`src/rtl/e2fg_pkg.sv`:
```
package e2fg_pkg;

    localparam int NTRIB       = 4;
    localparam int SET_LEN     = 212;
    localparam int NSETS       = 4;
    localparam int FRAME_LEN   = SET_LEN * NSETS;
    localparam int POS_W       = $clog2(FRAME_LEN);
    localparam int OFF_W       = $clog2(SET_LEN);
    localparam int SET_W       = $clog2(NSETS);
    localparam int TRIB_W      = $clog2(NTRIB);
    localparam int FAS_LEN     = 10;
    localparam int FAS_IDX_W   = $clog2(FAS_LEN);
    localparam logic [FAS_LEN-1:0] FAS_WORD = 10'b1111010000;
    localparam int FAS_FLIP    = 0;
    localparam int SET1_OVH    = FAS_LEN + 2;
    localparam int CTRL_LEN    = NTRIB;
    localparam int JOPP_LEN    = NTRIB;
    localparam logic DUMMY_BIT = 1'b1;

    typedef enum logic [2:0] {
        SL_FAS, SL_ALARM, SL_SPARE, SL_CTRL, SL_JOPP, SL_DATA
    } slot_kind_e;

    typedef struct packed {
        slot_kind_e             kind;
        logic [TRIB_W-1:0]      trib;
        logic [FAS_IDX_W-1:0]   fas_idx;
    } slot_t;

    // Map (set, offset) to the content class of that frame position.
    function automatic slot_t classify(input logic [SET_W-1:0] set_i,
                                       input logic [OFF_W-1:0] off_i);
        slot_t s;
        int    o;
        int    base;
        o         = int'(off_i);
        base      = 0;
        s.kind    = SL_DATA;
        s.trib    = '0;
        s.fas_idx = '0;
        if (set_i == '0) begin
            if (o < FAS_LEN) begin
                s.kind    = SL_FAS;
                s.fas_idx = FAS_IDX_W'(o);
            end else if (o == FAS_LEN) begin
                s.kind = SL_ALARM;
            end else if (o == FAS_LEN + 1) begin
                s.kind = SL_SPARE;
            end else begin
                base = SET1_OVH;
            end
        end else if (o < CTRL_LEN) begin
            s.kind = SL_CTRL;
            s.trib = TRIB_W'(o);
        end else if (set_i == SET_W'(NSETS - 1) && o < CTRL_LEN + JOPP_LEN) begin
            s.kind = SL_JOPP;
            s.trib = TRIB_W'(o - CTRL_LEN);
        end else begin
            base = (set_i == SET_W'(NSETS - 1)) ? CTRL_LEN + JOPP_LEN : CTRL_LEN;
        end
        if (s.kind == SL_DATA)
            s.trib = TRIB_W'((o - base) % NTRIB);
        return s;
    endfunction

    // Alignment word bit, first transmitted bit is the MSB.
    function automatic logic fas_bit(input logic [FAS_IDX_W-1:0] idx,
                                     input logic corrupt);
        logic b;
        b = FAS_WORD[FAS_LEN - 1 - int'(idx)];
        if (corrupt && int'(idx) == FAS_FLIP)
            b = ~b;
        return b;
    endfunction

endpackage

```
`src/rtl/e2fg_position.sv`:
```
module e2fg_position
    import e2fg_pkg::*;
(
    input  logic             clk,
    input  logic             rst,
    input  logic             adv,
    output logic [SET_W-1:0] set_o,
    output logic [OFF_W-1:0] off_o,
    output logic             at_start_o
);

    logic [SET_W-1:0] set_q;
    logic [OFF_W-1:0] off_q;

    always_ff @(posedge clk) begin
        if (rst) begin
            set_q <= '0;
            off_q <= '0;
        end else if (adv) begin
            if (off_q == OFF_W'(SET_LEN - 1)) begin
                off_q <= '0;
                set_q <= (set_q == SET_W'(NSETS - 1)) ? '0 : set_q + 1'b1;
            end else begin
                off_q <= off_q + 1'b1;
            end
        end
    end

    assign set_o      = set_q;
    assign off_o      = off_q;
    assign at_start_o = (set_q == '0) && (off_q == '0);

endmodule

```
`src/rtl/e2fg_justify.sv`:
```
module e2fg_justify
    import e2fg_pkg::*;
#(
    parameter int FILL_W       = 4,
    parameter int STUFF_THRESH = 4
) (
    input  logic                    clk,
    input  logic                    rst,
    input  logic                    latch,
    input  logic [NTRIB*FILL_W-1:0] fill,
    output logic [NTRIB-1:0]        stuff_o
);

    logic [NTRIB-1:0] stuff_q;

    for (genvar g = 0; g < NTRIB; g++) begin : g_trib
        always_ff @(posedge clk) begin
            if (rst)
                stuff_q[g] <= 1'b0;
            else if (latch)
                stuff_q[g] <= fill[g*FILL_W +: FILL_W] < FILL_W'(STUFF_THRESH);
        end
    end

    assign stuff_o = stuff_q;

endmodule

```
`src/rtl/e2fg_bitsel.sv`:
```
module e2fg_bitsel
    import e2fg_pkg::*;
(
    input  slot_t            slot,
    input  logic             en,
    input  logic             alarm,
    input  logic             spare,
    input  logic             corrupt,
    input  logic [NTRIB-1:0] stuff,
    input  logic [NTRIB-1:0] trib_bit,
    output logic             bit_o,
    output logic [NTRIB-1:0] rd_o
);

    logic take;

    always_comb begin
        take  = 1'b0;
        bit_o = 1'b0;
        unique case (slot.kind)
            SL_FAS:   bit_o = fas_bit(slot.fas_idx, corrupt);
            SL_ALARM: bit_o = alarm;
            SL_SPARE: bit_o = spare;
            SL_CTRL:  bit_o = stuff[slot.trib];
            SL_JOPP: begin
                take  = ~stuff[slot.trib];
                bit_o = stuff[slot.trib] ? DUMMY_BIT : trib_bit[slot.trib];
            end
            SL_DATA: begin
                take  = 1'b1;
                bit_o = trib_bit[slot.trib];
            end
            default: bit_o = 1'b0;
        endcase
    end

    always_comb begin
        for (int i = 0; i < NTRIB; i++)
            rd_o[i] = en && take && (slot.trib == TRIB_W'(i));
    end

endmodule

```
`src/rtl/e2_frame_gen.sv`:
```
module e2_frame_gen
    import e2fg_pkg::*;
#(
    parameter int FILL_W       = 4,
    parameter int STUFF_THRESH = 4
) (
    input  logic                    clk,
    input  logic                    rst,
    input  logic                    bit_en,
    input  logic [NTRIB-1:0]        trib_bit,
    input  logic [NTRIB*FILL_W-1:0] trib_fill,
    input  logic                    alarm_bit,
    input  logic                    spare_bit,
    input  logic                    corrupt_fas,
    output logic [NTRIB-1:0]        trib_rd,
    output logic                    line_bit,
    output logic                    frame_sync
);

    logic             adv;
    logic [SET_W-1:0] set_w;
    logic [OFF_W-1:0] off_w;
    logic             at_start;
    logic [NTRIB-1:0] stuff;
    slot_t            slot;
    logic             next_bit;
    logic             line_q;
    logic             sync_q;

    assign adv  = bit_en && !rst;
    assign slot = classify(set_w, off_w);

    e2fg_position u_pos (
        .clk        (clk),
        .rst        (rst),
        .adv        (adv),
        .set_o      (set_w),
        .off_o      (off_w),
        .at_start_o (at_start)
    );

    e2fg_justify #(
        .FILL_W       (FILL_W),
        .STUFF_THRESH (STUFF_THRESH)
    ) u_just (
        .clk     (clk),
        .rst     (rst),
        .latch   (adv && at_start),
        .fill    (trib_fill),
        .stuff_o (stuff)
    );

    // Control groups follow bit 1, so the freshly latched decision is used.
    e2fg_bitsel u_sel (
        .slot     (slot),
        .en       (adv),
        .alarm    (alarm_bit),
        .spare    (spare_bit),
        .corrupt  (corrupt_fas),
        .stuff    (stuff),
        .trib_bit (trib_bit),
        .bit_o    (next_bit),
        .rd_o     (trib_rd)
    );

    always_ff @(posedge clk) begin
        if (rst) begin
            line_q <= 1'b0;
            sync_q <= 1'b0;
        end else if (bit_en) begin
            line_q <= next_bit;
            sync_q <= at_start;
        end
    end

    assign line_bit   = line_q;
    assign frame_sync = sync_q;

endmodule

```
`config.mk`:
```
export PLATFORM = sky130hd
export DESIGN_NAME = e2_frame_gen
export DESIGN_NICKNAME = d
export VERILOG_FILES = /design/src/rtl/e2fg_pkg.sv /design/src/rtl/e2fg_position.sv /design/src/rtl/e2fg_justify.sv /design/src/rtl/e2fg_bitsel.sv /design/src/rtl/e2_frame_gen.sv
export SDC_FILE = /design/constraint.sdc
export NUM_CORES = 1
export LEC_CHECK = 0
export BUFFER_PORTS_ARGS = -buffer_cell sky130_fd_sc_hd__buf_2
export CORE_MARGIN = 2
export CORE_UTILIZATION = 40
export DETAILED_ROUTE_END_ITERATION = 8
export PLACE_DENSITY = 0.6
export SLEW_MARGIN = 25
export SYNTH_ARGS = -nofsm -noshare
export SYNTH_HDL_FRONTEND = slang
export SYNTH_SLANG_ARGS = --single-unit
```
`constraint.sdc`:
```
create_clock -name clk -period 2.55 [get_ports clk]
set_input_delay 0.1275 -clock clk [delete_from_list [all_inputs] [get_ports clk]]
set_output_delay 0.1275 -clock clk [all_outputs]
set_load 0.02 [all_outputs]
```
==> results of run 1 <==
metrics by stage:
stage / setup slack (ns) / hold WS (ns) / instances / utilization (%)
after floorplan: 0.142 / 0.279 / 137 / -
after global routing: 0.0354 / 0.0743 / 195 / 49.8
after global placement: 0.218 / 0.391 / 189 / 47.3
after CTS: 0.0322 / 0.0726 / 193 / 48.7
after detailed placement: 0.182 / 0.400 / 189 / 47.3
final: 0.173 / 0.0787 / 195 / 49.8
cells in the final DEF (no fill, tap or decap), types with 3 or more instances in the layout:
cell type and instances:
nand4_1 4, xnor2_1 5, inv_1 7, ha_1 4
nand2_1 15, nand2b_1 3, or3_1 4, nor2_1 15
nor3_1 4, clkbuf_4 3, buf_4 9, nor2b_1 3
dfxtp_1 14, a21oi_1 9, buf_2 23, o21ai_0 6
cell usage after synthesis, types with 2 or more instances:
library cell	count	share of area, %
dfxtp_1	16	29
nand2_1	15	5.0
nor2_1	15	5.0
a21oi_1	9	4.0
inv_1	7	2.3
ha_1	6	6.7
o21ai_0	6	2.7
xnor2_1	5	3.9
buf_2	4	1.8
nand4_1	4	2.2
nor3_1	4	1.8
or3_1	4	2.2
nand2b_1	3	1.7
nor2b_1	3	1.7
and4_1	2	1.6
clkbuf_1	2	0.67
mux2_2	2	2.0
o211ai_1	2	1.3
xor2_1	2	1.6
worst max-delay path, delay by kind of cell (launching register included):
family | cells | cell delay, ns
and+or+nand+nor | 2 | 0.44
buffers and inverters | 2 | 0.28
DFF | 1 | 0.40
adders and majority gates | 1 | 0.21
AOI/OAI and AO/OA | 3 | 0.62
repair_timing:
item                       CTS  global route
setup endpoints to repair    4             4
pin swaps                    0             4
buffers inserted             0             2
resized for setup            1             5
area by class of cell:
class,count,share of cell area (%)
Multi-Input combinational cell,105,54.8
Sequential cell,16,24.1
Tap cell,31,2.88
Timing Repair Buffer,32,13.5
Clock buffer,4,2.69
Inverter,7,1.95
power groups by stage:
stage          Combinational [mW]  Clock, mW  Sequential (mW)
2_1_floorplan              0.0556          0            0.271
3_3_place_gp               0.0802          0            0.272
5_1_grt                    0.0971      0.193            0.268
3_5_place_dp               0.0826          0            0.272
4_1_cts                    0.0830      0.181            0.267
6_report                   0.0880      0.174            0.266
worst max path at each step:
stage,to,depth (start not counted)
2_1_floorplan,trib_rd[0],8
3_3_place_gp,line_bit,9
3_5_place_dp,line_bit,9
4_1_cts,trib_rd[2],7
5_1_grt,line_bit,9
6_report,trib_rd[1],8
registers in the layout, summed over array words and instances (netlist names):
register	count
u_pos.off_o	8
u_pos.set_o	2
line_bit	1
u_just.stuff_o	4
frame_sync	1
cell families after synthesis:
group	Yosys count
and+or+nand+nor	63
AOI/OAI and AO/OA	25
buffers and inverters	16
DFF	16
xor gates and xnor gates	7
adders and majority gates	6
muxes	4
routing by layer:
layer	share of wire, %	track usage [%]	up-vias	wire length, um
li1	-	-	537	-
met1	49	23.4	483	1250
met2	46	25.3	16	1170
met3	2.4	2.76	7	60
met4	2.3	7.97	0	59
met5	0	0	-	0
==> results.ini, run 1 <==
[drt]
viasPerCell = 5.35
drc = 0
first_iter_violations = 37
via_count = 1043
ant_nets = 0
routed_wl_um = 2540
wire_per_inst_um = 13.0
drt_pre_antenna_iters = 4

[worst_setup_path]
critPathSlowestCell = dfxtp_4
r2r_end = line_bit
cp-startpoint = u_pos.off_o[0]
r2r-start = u_pos.off_o[4]
cp_max_fo = 6
cp-start-kind = flop
worstPathCellList = inv_1 > ha_2 > nand4bb_1 > a41o_2 > a22oi_2 > o211ai_1 > nor3_1 > buf_2
rrSetupSlack_ns = 0.18
worst_path_largest_cell_delay_ns = 0.40
end_kind = output port
arrival_ns = 2.25
worstSetupPathType = reg2out
r2r_cells = 9
cp.required_ns = 2.42

[placement]
io_buffer_count = 23
gp_congestion = 0.764
place_area_um2 = 1280
place_hpwl_um = 1920

[power_and_ir_drop]
p_leak_nw = 0.543
power_frac_comb_pct = 16.7
power.total_mw = 0.528
p_sw_mw = 0.139
seqPwrFrac_pct = 50.5
clockPowerShare_pct = 32.9
power_density_nw_per_um2 = 391
swShare_pct = 26.3
internal_power_mw = 0.389
peakVddDrop_mv = 0.286

[layout]
drive_gt1_share_pct = 30.5
seq_area_um2 = 325
diodes = 0
final_area_um2 = 1350
nFillCells = 261
syn_to_final_growth_pct = 20.4
multiInputGateArea_um2 = 739
fin_nets = 197

[synth]
synthesis.nets = 169
ys_seq_elements = 16
ys_seq_area_share_pct = 28.6
synth_fa_ha_area_share_pct = 6.70
synth_edf_count = 0
postSynth.asyncResetShare_pct = 0
synth_cells = 137
avgSynthCellArea_um2 = 8.17
yosysWarnings = 0
synth_area_um2 = 1120
synth_mux_area_share_pct = 4.92
synth-simple-area-share_pct = 33.7
ys.flop_type = dfxtp_1
synth_xor_area_share_pct = 5.47
synth_cell_types = 45
synth_top_family_by_area = simple AND/OR/NAND/NOR gates
synth_compound_area_share_pct = 14.3

[global_routing]
antenna_found_initial = 0
grt_start_max_net_pins = 14
grt_pass1_vias = 921
grt_use_total_pct = 16.8
grt_pass1_wl_um = 4240
gr-total-overflow = 0

[job]
maxCapViolCount = 0

[status]
status = complete, no violations

[sta]
hold_viol = 0
fmax_ghz = 0.421
setup_viol = 0
totalNegativeSetupSlack_ns = 0
rsz0062_at_grt = false
clock_skew_ns = 0.00866
drv_slew = 0
min_period_ns = 2.38
post-route-period-util_pct = 93.2
tightest_slew_ns = 0.630
slew_headroom_pct = 57.9

[floorplanning]
die-area_um2 = 3240
core_um2 = 2710
start_util_pct = 41.3
io_pins = 32
num_rows = 19
die_h_um = 56.9
die_x_um = 56.9

[cts]
cts_buffer_depth = 2
hold_buffers = 0
clk_latency_ns = 0.30
cts_tree = yes
cts_max_level = 1
cts.clk_slew.worst_paths_ns = 0.10
clockRootBuffer = clkbuf_4
cts_buffers = 3
clock_sinks = 16

[hold_path]
hold_class = in2reg
hold_end = u_just.stuff_o[1]
hp-start = trib_fill[6]
hold_path_depth = 3

Power figures use the tool's default switching activity.
==> run 2: changes to the inputs <==
==> constraint.sdc (replaced) <==
create_clock -name clk -period 2.5 [get_ports clk]
set_input_delay 0.125 -clock clk [delete_from_list [all_inputs] [get_ports clk]]
set_output_delay 0.125 -clock clk [all_outputs]
set_load 0.02 [all_outputs]
==> results.ini, run 2 (synthesis gave the netlist of run 1 again) <==
[status]
status = complete, no violations  ; unchanged

[floorplanning]
die_h_um = 56.9  ; unchanged
die_x_um = 56.9  ; unchanged
start_util_pct = 41.3  ; unchanged
num_rows = 19  ; unchanged
core_um2 = 2710  ; unchanged
io_pins = 32  ; unchanged
die-area_um2 = 3240  ; unchanged

[cts]
clockRootBuffer = clkbuf_4  ; unchanged
cts_setup_buffers = 0  ; unchanged
cts_buffer_depth = 2  ; unchanged
cts_tree = yes  ; unchanged
cts.clk_slew.worst_paths_ns = 0.09  ; was 0.10 ns
hold_buffers = 0  ; unchanged
cts_max_level = 1  ; unchanged
clk_latency_ns = 0.28  ; was 0.30 ns
cts_buffers = 3  ; unchanged
clock_sinks = 16  ; unchanged

[worst_setup_path]
worst_path_largest_cell_delay_ns = 0.41  ; was 0.40 ns
cp_max_fo = 8  ; was 6
cp-start-kind = flop  ; unchanged
worstSetupPathType = reg2out  ; unchanged
arrival_ns = 2.18  ; was 2.25 ns
end_kind = output port  ; unchanged
worstPathCellList = inv_2 > ha_2 > nand4bb_1 > a41o_2 > a22oi_2 > o211ai_1 > nor3_1 > buf_2  ; was inv_1 > ha_2 > nand4bb_1 > a41o_2 > a22oi_2 > o211ai_1 > nor3_1 > buf_2
cp.required_ns = 2.38  ; was 2.42 ns
critPathSlowestCell = dfxtp_4  ; unchanged

[layout]
diodes = 0  ; unchanged
drive_gt1_share_pct = 30.9  ; was 30.5%
syn_to_final_growth_pct = 19.1  ; was 20.4%
fin_nets = 196  ; was 197
largest_reg_flops = 8  ; unchanged
utilization_pct = 49.2  ; was 49.8%
fin_cells = 193  ; was 195
mostFrequentLayoutCell = buf_2  ; unchanged
final_cell_mix = buf_2 (23), nand2_1 (15), nor2_1 (15), dfxtp_1 (14), a21oi_1 (9)  ; was buf_2 (23), nand2_1 (15), nor2_1 (15), dfxtp_1 (14)

[global_routing]
grt_start_max_net_pins = 14  ; unchanged
grt_pass1_vias = 983  ; was 921
antenna_found_initial = 0  ; unchanged
grt_pass1_wl_um = 4420  ; was 4240 um
grt_use_total_pct = 17.3  ; was 16.8%
gr-total-overflow = 0  ; unchanged

[drt]
routed_wl_um = 2610  ; was 2540 um
first_iter_violations = 45  ; was 37
ant_nets = 0  ; unchanged
via_count = 1100  ; was 1,043
drc = 0  ; unchanged
wire_per_inst_um = 13.5  ; was 13.0 um
viasPerCell = 5.70  ; was 5.35
drt_pre_antenna_iters = 4  ; unchanged

[sta]
hold_viol = 0  ; unchanged
clock_skew_ns = 0.00490  ; was 0.00866 ns
setup_viol = 0  ; unchanged
drv_slew = 0  ; unchanged
post-route-period-util_pct = 92.3
rsz0062_at_grt = false  ; unchanged
totalNegativeSetupSlack_ns = 0  ; unchanged
tightest_slew_ns = 0.634  ; was 0.630 ns
min_period_ns = 2.31
slew_headroom_pct = 57.6  ; was 57.9%
fmax_ghz = 0.433

[placement]
gp_congestion = 0.767  ; was 0.764
io_buffer_count = 23  ; unchanged
place_inst = 190  ; was 189
place_hpwl_um = 2000  ; was 1920 um

[power_and_ir_drop]
p_leak_nw = 0.529  ; was 0.543 nW
peakVddDrop_mv = 0.271  ; was 0.286 mV
power_density_nw_per_um2 = 371  ; was 391 nW/um2

[job]
maxCapViolCount = 0  ; unchanged

[hold_path]
hold_class = in2reg  ; unchanged

[run 2: cell types whose count changed in the layout (fill, tap and decap cells not counted), sizes merged]
cell,delta
clkbuf,-1
buf,-1
[run 2: metrics by stage]
step	cell area [um2]	hold WS, ns	total power, mW	setup slack, ns
2_1_floorplan	1120	0.277	0.333	0.0945
3_3_place_gp	1290	0.389	0.361	0.165
3_5_place_dp	1290	0.400	0.364	0.114
4_1_cts	1310	0.0972	0.500	0.00941
5_1_grt	1330	0.113	0.528	0.0382
6_report	1330	0.0984	0.495	0.192
[run 2: final timing paths]
path | endpoint | slack [ns] | startpoint | depth (start not counted)
worst max register to register | line_bit | 0.25 | u_pos.off_o[7] | 9
worst min-delay path | u_just.stuff_o[1] | 0.1 | trib_fill[6] | 3
worst max-delay path | trib_rd[0] | 0.19 | u_pos.off_o[0] | 8
worst min register to register | frame_sync | 0.46 | frame_sync | 2
[run 2: repair_timing]
action                                  4_1_cts  5_1_grt
pin swaps                                     0        6
hold endpoints to repair                      0        0
gates resized for setup                       1        7
endpoints found under the setup margin        4        5
cloned                                        0        0
[run 2: metal layers]
layer / wire [um] / vias up / part of all wire, % / track usage (%)
met3: 151 / 6 / 5.8 / 2.76
li1: - / 541 / - / -
met1: 1180 / 517 / 45 / 23.1
met4: 42 / 0 / 1.6 / 6.31
met2: 1240 / 36 / 48 / 28.1
met5: 0 / - / 0 / 0
[run 2: where the power goes]
part / internal [mW] / total, mW / switching [mW]
Sequential: 0.263 / 0.270 / 0.00768
Combinational: 0.0451 / 0.0918 / 0.0467
Clock: 0.0558 / 0.133 / 0.0774
Total: 0.363 / 0.495 / 0.132
[run 2: final cells by class]
cell class,instances,area (um2)
Inverter,7,26.3
Tap cell,31,38.8
Multi-Input combinational cell,105,746
Clock buffer,3,22.5
Timing Repair Buffer,31,175
Fill cell,275,1380
Sequential cell,16,325
[run 2: worst max-delay path: cells and delay by family, from the launching register on]
kind                     cells  cell delay, ns
AO/OA/AOI/OAI                3            0.60
adder cells (fa/ha/maj)      1            0.20
buffers and inverters        2            0.26
flip-flops                   1            0.41
AND/OR/NAND/NOR              2            0.43
==> run 3: changes to the inputs <==
--- a/config.mk
+++ b/config.mk
@@ -9,7 +9,6 @@
 export CORE_MARGIN = 2
 export CORE_UTILIZATION = 40
 export DETAILED_ROUTE_END_ITERATION = 8
-export PLACE_DENSITY = 0.6
 export SLEW_MARGIN = 25
 export SYNTH_ARGS = -nofsm -noshare
 export SYNTH_HDL_FRONTEND = slang
==> constraint.sdc (replaced) <==
create_clock -name clk -period 2.8 [get_ports clk]
set_input_delay 0.14 -clock clk [delete_from_list [all_inputs] [get_ports clk]]
set_output_delay 0.14 -clock clk [all_outputs]
set_load 0.02 [all_outputs]
==> results.ini, run 3 (synthesis gave the netlist of run 1 again) <==
[global_routing]
grt_pass1_vias = 958  ; was 983
grt_start_max_net_pins = 14  ; unchanged
antenna_found_initial = 0  ; unchanged
gr-total-overflow = 0  ; unchanged
grt_use_total_pct = 16.9  ; was 17.3%
grt_pass1_wl_um = 4300  ; was 4420 um

[cts]
cts_tree = yes  ; unchanged
clk_latency_ns = 0.30  ; was 0.28 ns
clockRootBuffer = clkbuf_4  ; unchanged
cts_buffers = 3  ; unchanged
cts_max_level = 1  ; unchanged
hold_buffers = 0  ; unchanged
clock_sinks = 16  ; unchanged
cts_setup_buffers = 0  ; unchanged
cts.clk_slew.worst_paths_ns = 0.11  ; was 0.09 ns
cts_buffer_depth = 2  ; unchanged

[layout]
final_area_um2 = 1310  ; was 1330 um2
mostFrequentLayoutCell = buf_2  ; unchanged
drive_gt1_share_pct = 26.7  ; was 30.9%
syn_to_final_growth_pct = 17.3  ; was 19.1%
nFillCells = 277  ; was 275
largest_reg_flops = 8  ; unchanged
final_cell_mix = buf_2 (23), dfxtp_1 (16), nand2_1 (15), nor2_1 (15), a21oi_1 (9)  ; was buf_2 (23), nand2_1 (15), nor2_1 (15), dfxtp_1 (14), a21oi_1 (9)
diodes = 0  ; unchanged
fin_nets = 194  ; was 196
fin_cells = 192  ; was 193
seq_area_um2 = 320  ; was 325 um2
utilization_pct = 48.5  ; was 49.2%
multiInputGateArea_um2 = 732  ; was 746 um2

[drt]
drc = 0  ; unchanged
via_count = 1052  ; was 1,100
first_iter_violations = 49  ; was 45
drt_pre_antenna_iters = 4  ; unchanged
wire_per_inst_um = 13.1  ; was 13.5 um
ant_nets = 0  ; unchanged
routed_wl_um = 2520  ; was 2610 um
viasPerCell = 5.48  ; was 5.70

[worst_setup_path]
worst_path_largest_cell_delay_ns = 0.62  ; was 0.41 ns
r2r_cells = 9  ; unchanged
cp.required_ns = 2.66  ; was 2.38 ns
worstSetupPathType = reg2out  ; unchanged
worstPathCellList = buf_4 > nand4bb_1 > a41o_2 > a22oi_1 > o211ai_1 > nor3_1 > buf_2  ; was inv_2 > ha_2 > nand4bb_1 > a41o_2 > a22oi_2 > o211ai_1 > nor3_1 > buf_2
cp-start-kind = flop  ; unchanged
end_kind = output port  ; unchanged
critPathSlowestCell = dfxtp_1  ; was dfxtp_4
cp_max_fo = 12  ; was 8
arrival_ns = 2.36  ; was 2.18 ns

[sta]
hold_viol = 0  ; unchanged
setup_viol = 0  ; unchanged
rsz0062_at_grt = false  ; unchanged
tightest_slew_ns = 0.644  ; was 0.634 ns
totalNegativeSetupSlack_ns = 0  ; unchanged
slew_headroom_pct = 57.0  ; was 57.6%
min_period_ns = 2.50
drv_slew = 0  ; unchanged
clock_skew_ns = 0.0149  ; was 0.00490 ns
post-route-period-util_pct = 89.3
fmax_ghz = 0.400

[floorplanning]
die_x_um = 56.9  ; unchanged
core_um2 = 2710  ; unchanged
die-area_um2 = 3240  ; unchanged
start_util_pct = 41.3  ; unchanged
num_rows = 19  ; unchanged
io_pins = 32  ; unchanged
die_h_um = 56.9  ; unchanged

[status]
status = complete, no violations  ; unchanged

[placement]
place_inst = 188  ; was 190
gp_congestion = 0.778  ; was 0.767
place_area_um2 = 1270  ; was 1290 um2
io_buffer_count = 23  ; unchanged
place_hpwl_um = 1910  ; was 2000 um

[hold_path]
hold_class = in2reg  ; unchanged
hold_path_depth = 3  ; unchanged

[job]
maxCapViolCount = 0  ; unchanged

[power_and_ir_drop]
power.total_mw = 0.477  ; was 0.495 mW
power_density_nw_per_um2 = 363  ; was 371 nW/um2
p_leak_nw = 0.528  ; was 0.529 nW
peakVddDrop_mv = 0.267  ; was 0.271 mV

-- run 3: worst max-delay path, delay by kind of cell, from the launching register on --
family          cells  cell delay, ns
compound gates      3            0.68
simple gates        2            0.32
buf+inv             2            0.44
flops               1            0.62
-- run 3: through the flow --
step / hold slack [ns] / setup slack [ns]
4_1_cts: 0.0848 / 0.232
6_report: 0.0901 / 0.301
5_1_grt: 0.0938 / 0.0177
3_5_place_dp: 0.412 / 0.333
3_3_place_gp: 0.404 / 0.390
2_1_floorplan: 0.292 / 0.380
-- run 3: final timing paths --
check,end,from,slack (ns)
worst min register to register,u_just.stuff_o[2],u_just.stuff_o[2],0.46
worst max register to register,line_bit,u_pos.off_o[4],0.35
worst min-delay path,u_just.stuff_o[0],trib_fill[3],0.09
worst max-delay path,trib_rd[1],u_pos.off_o[1],0.30
-- run 3: cell type report --
type | count | share of cell area, %
sequential | 16 | 24.4
inverter | 7 | 2.00
tap | 31 | 2.95
timing repair buffer | 29 | 12.2
multi-input combinational | 105 | 55.7
clock buffer | 4 | 2.76
-- run 3: metal layers --
| layer | wire length, um | global-route usage, % |
|---|---|---|
| met5 | 0 | 0 |
| met4 | 39 | 7.31 |
| met3 | 108 | 2.76 |
| met2 | 1150 | 25.1 |
| met1 | 1230 | 24.0 |
-- run 3: power by group --
group / internal (mW) / switching (mW)
Combinational: 0.0373 / 0.0399
Clock: 0.0793 / 0.0794
Sequential: 0.234 / 0.00665
-- run 3: what timing repair did --
action / in CTS / in global routing
resized for setup: 0 / 1
setup endpoints to repair: 0 / 4
endpoints found under the hold margin: 0 / 0
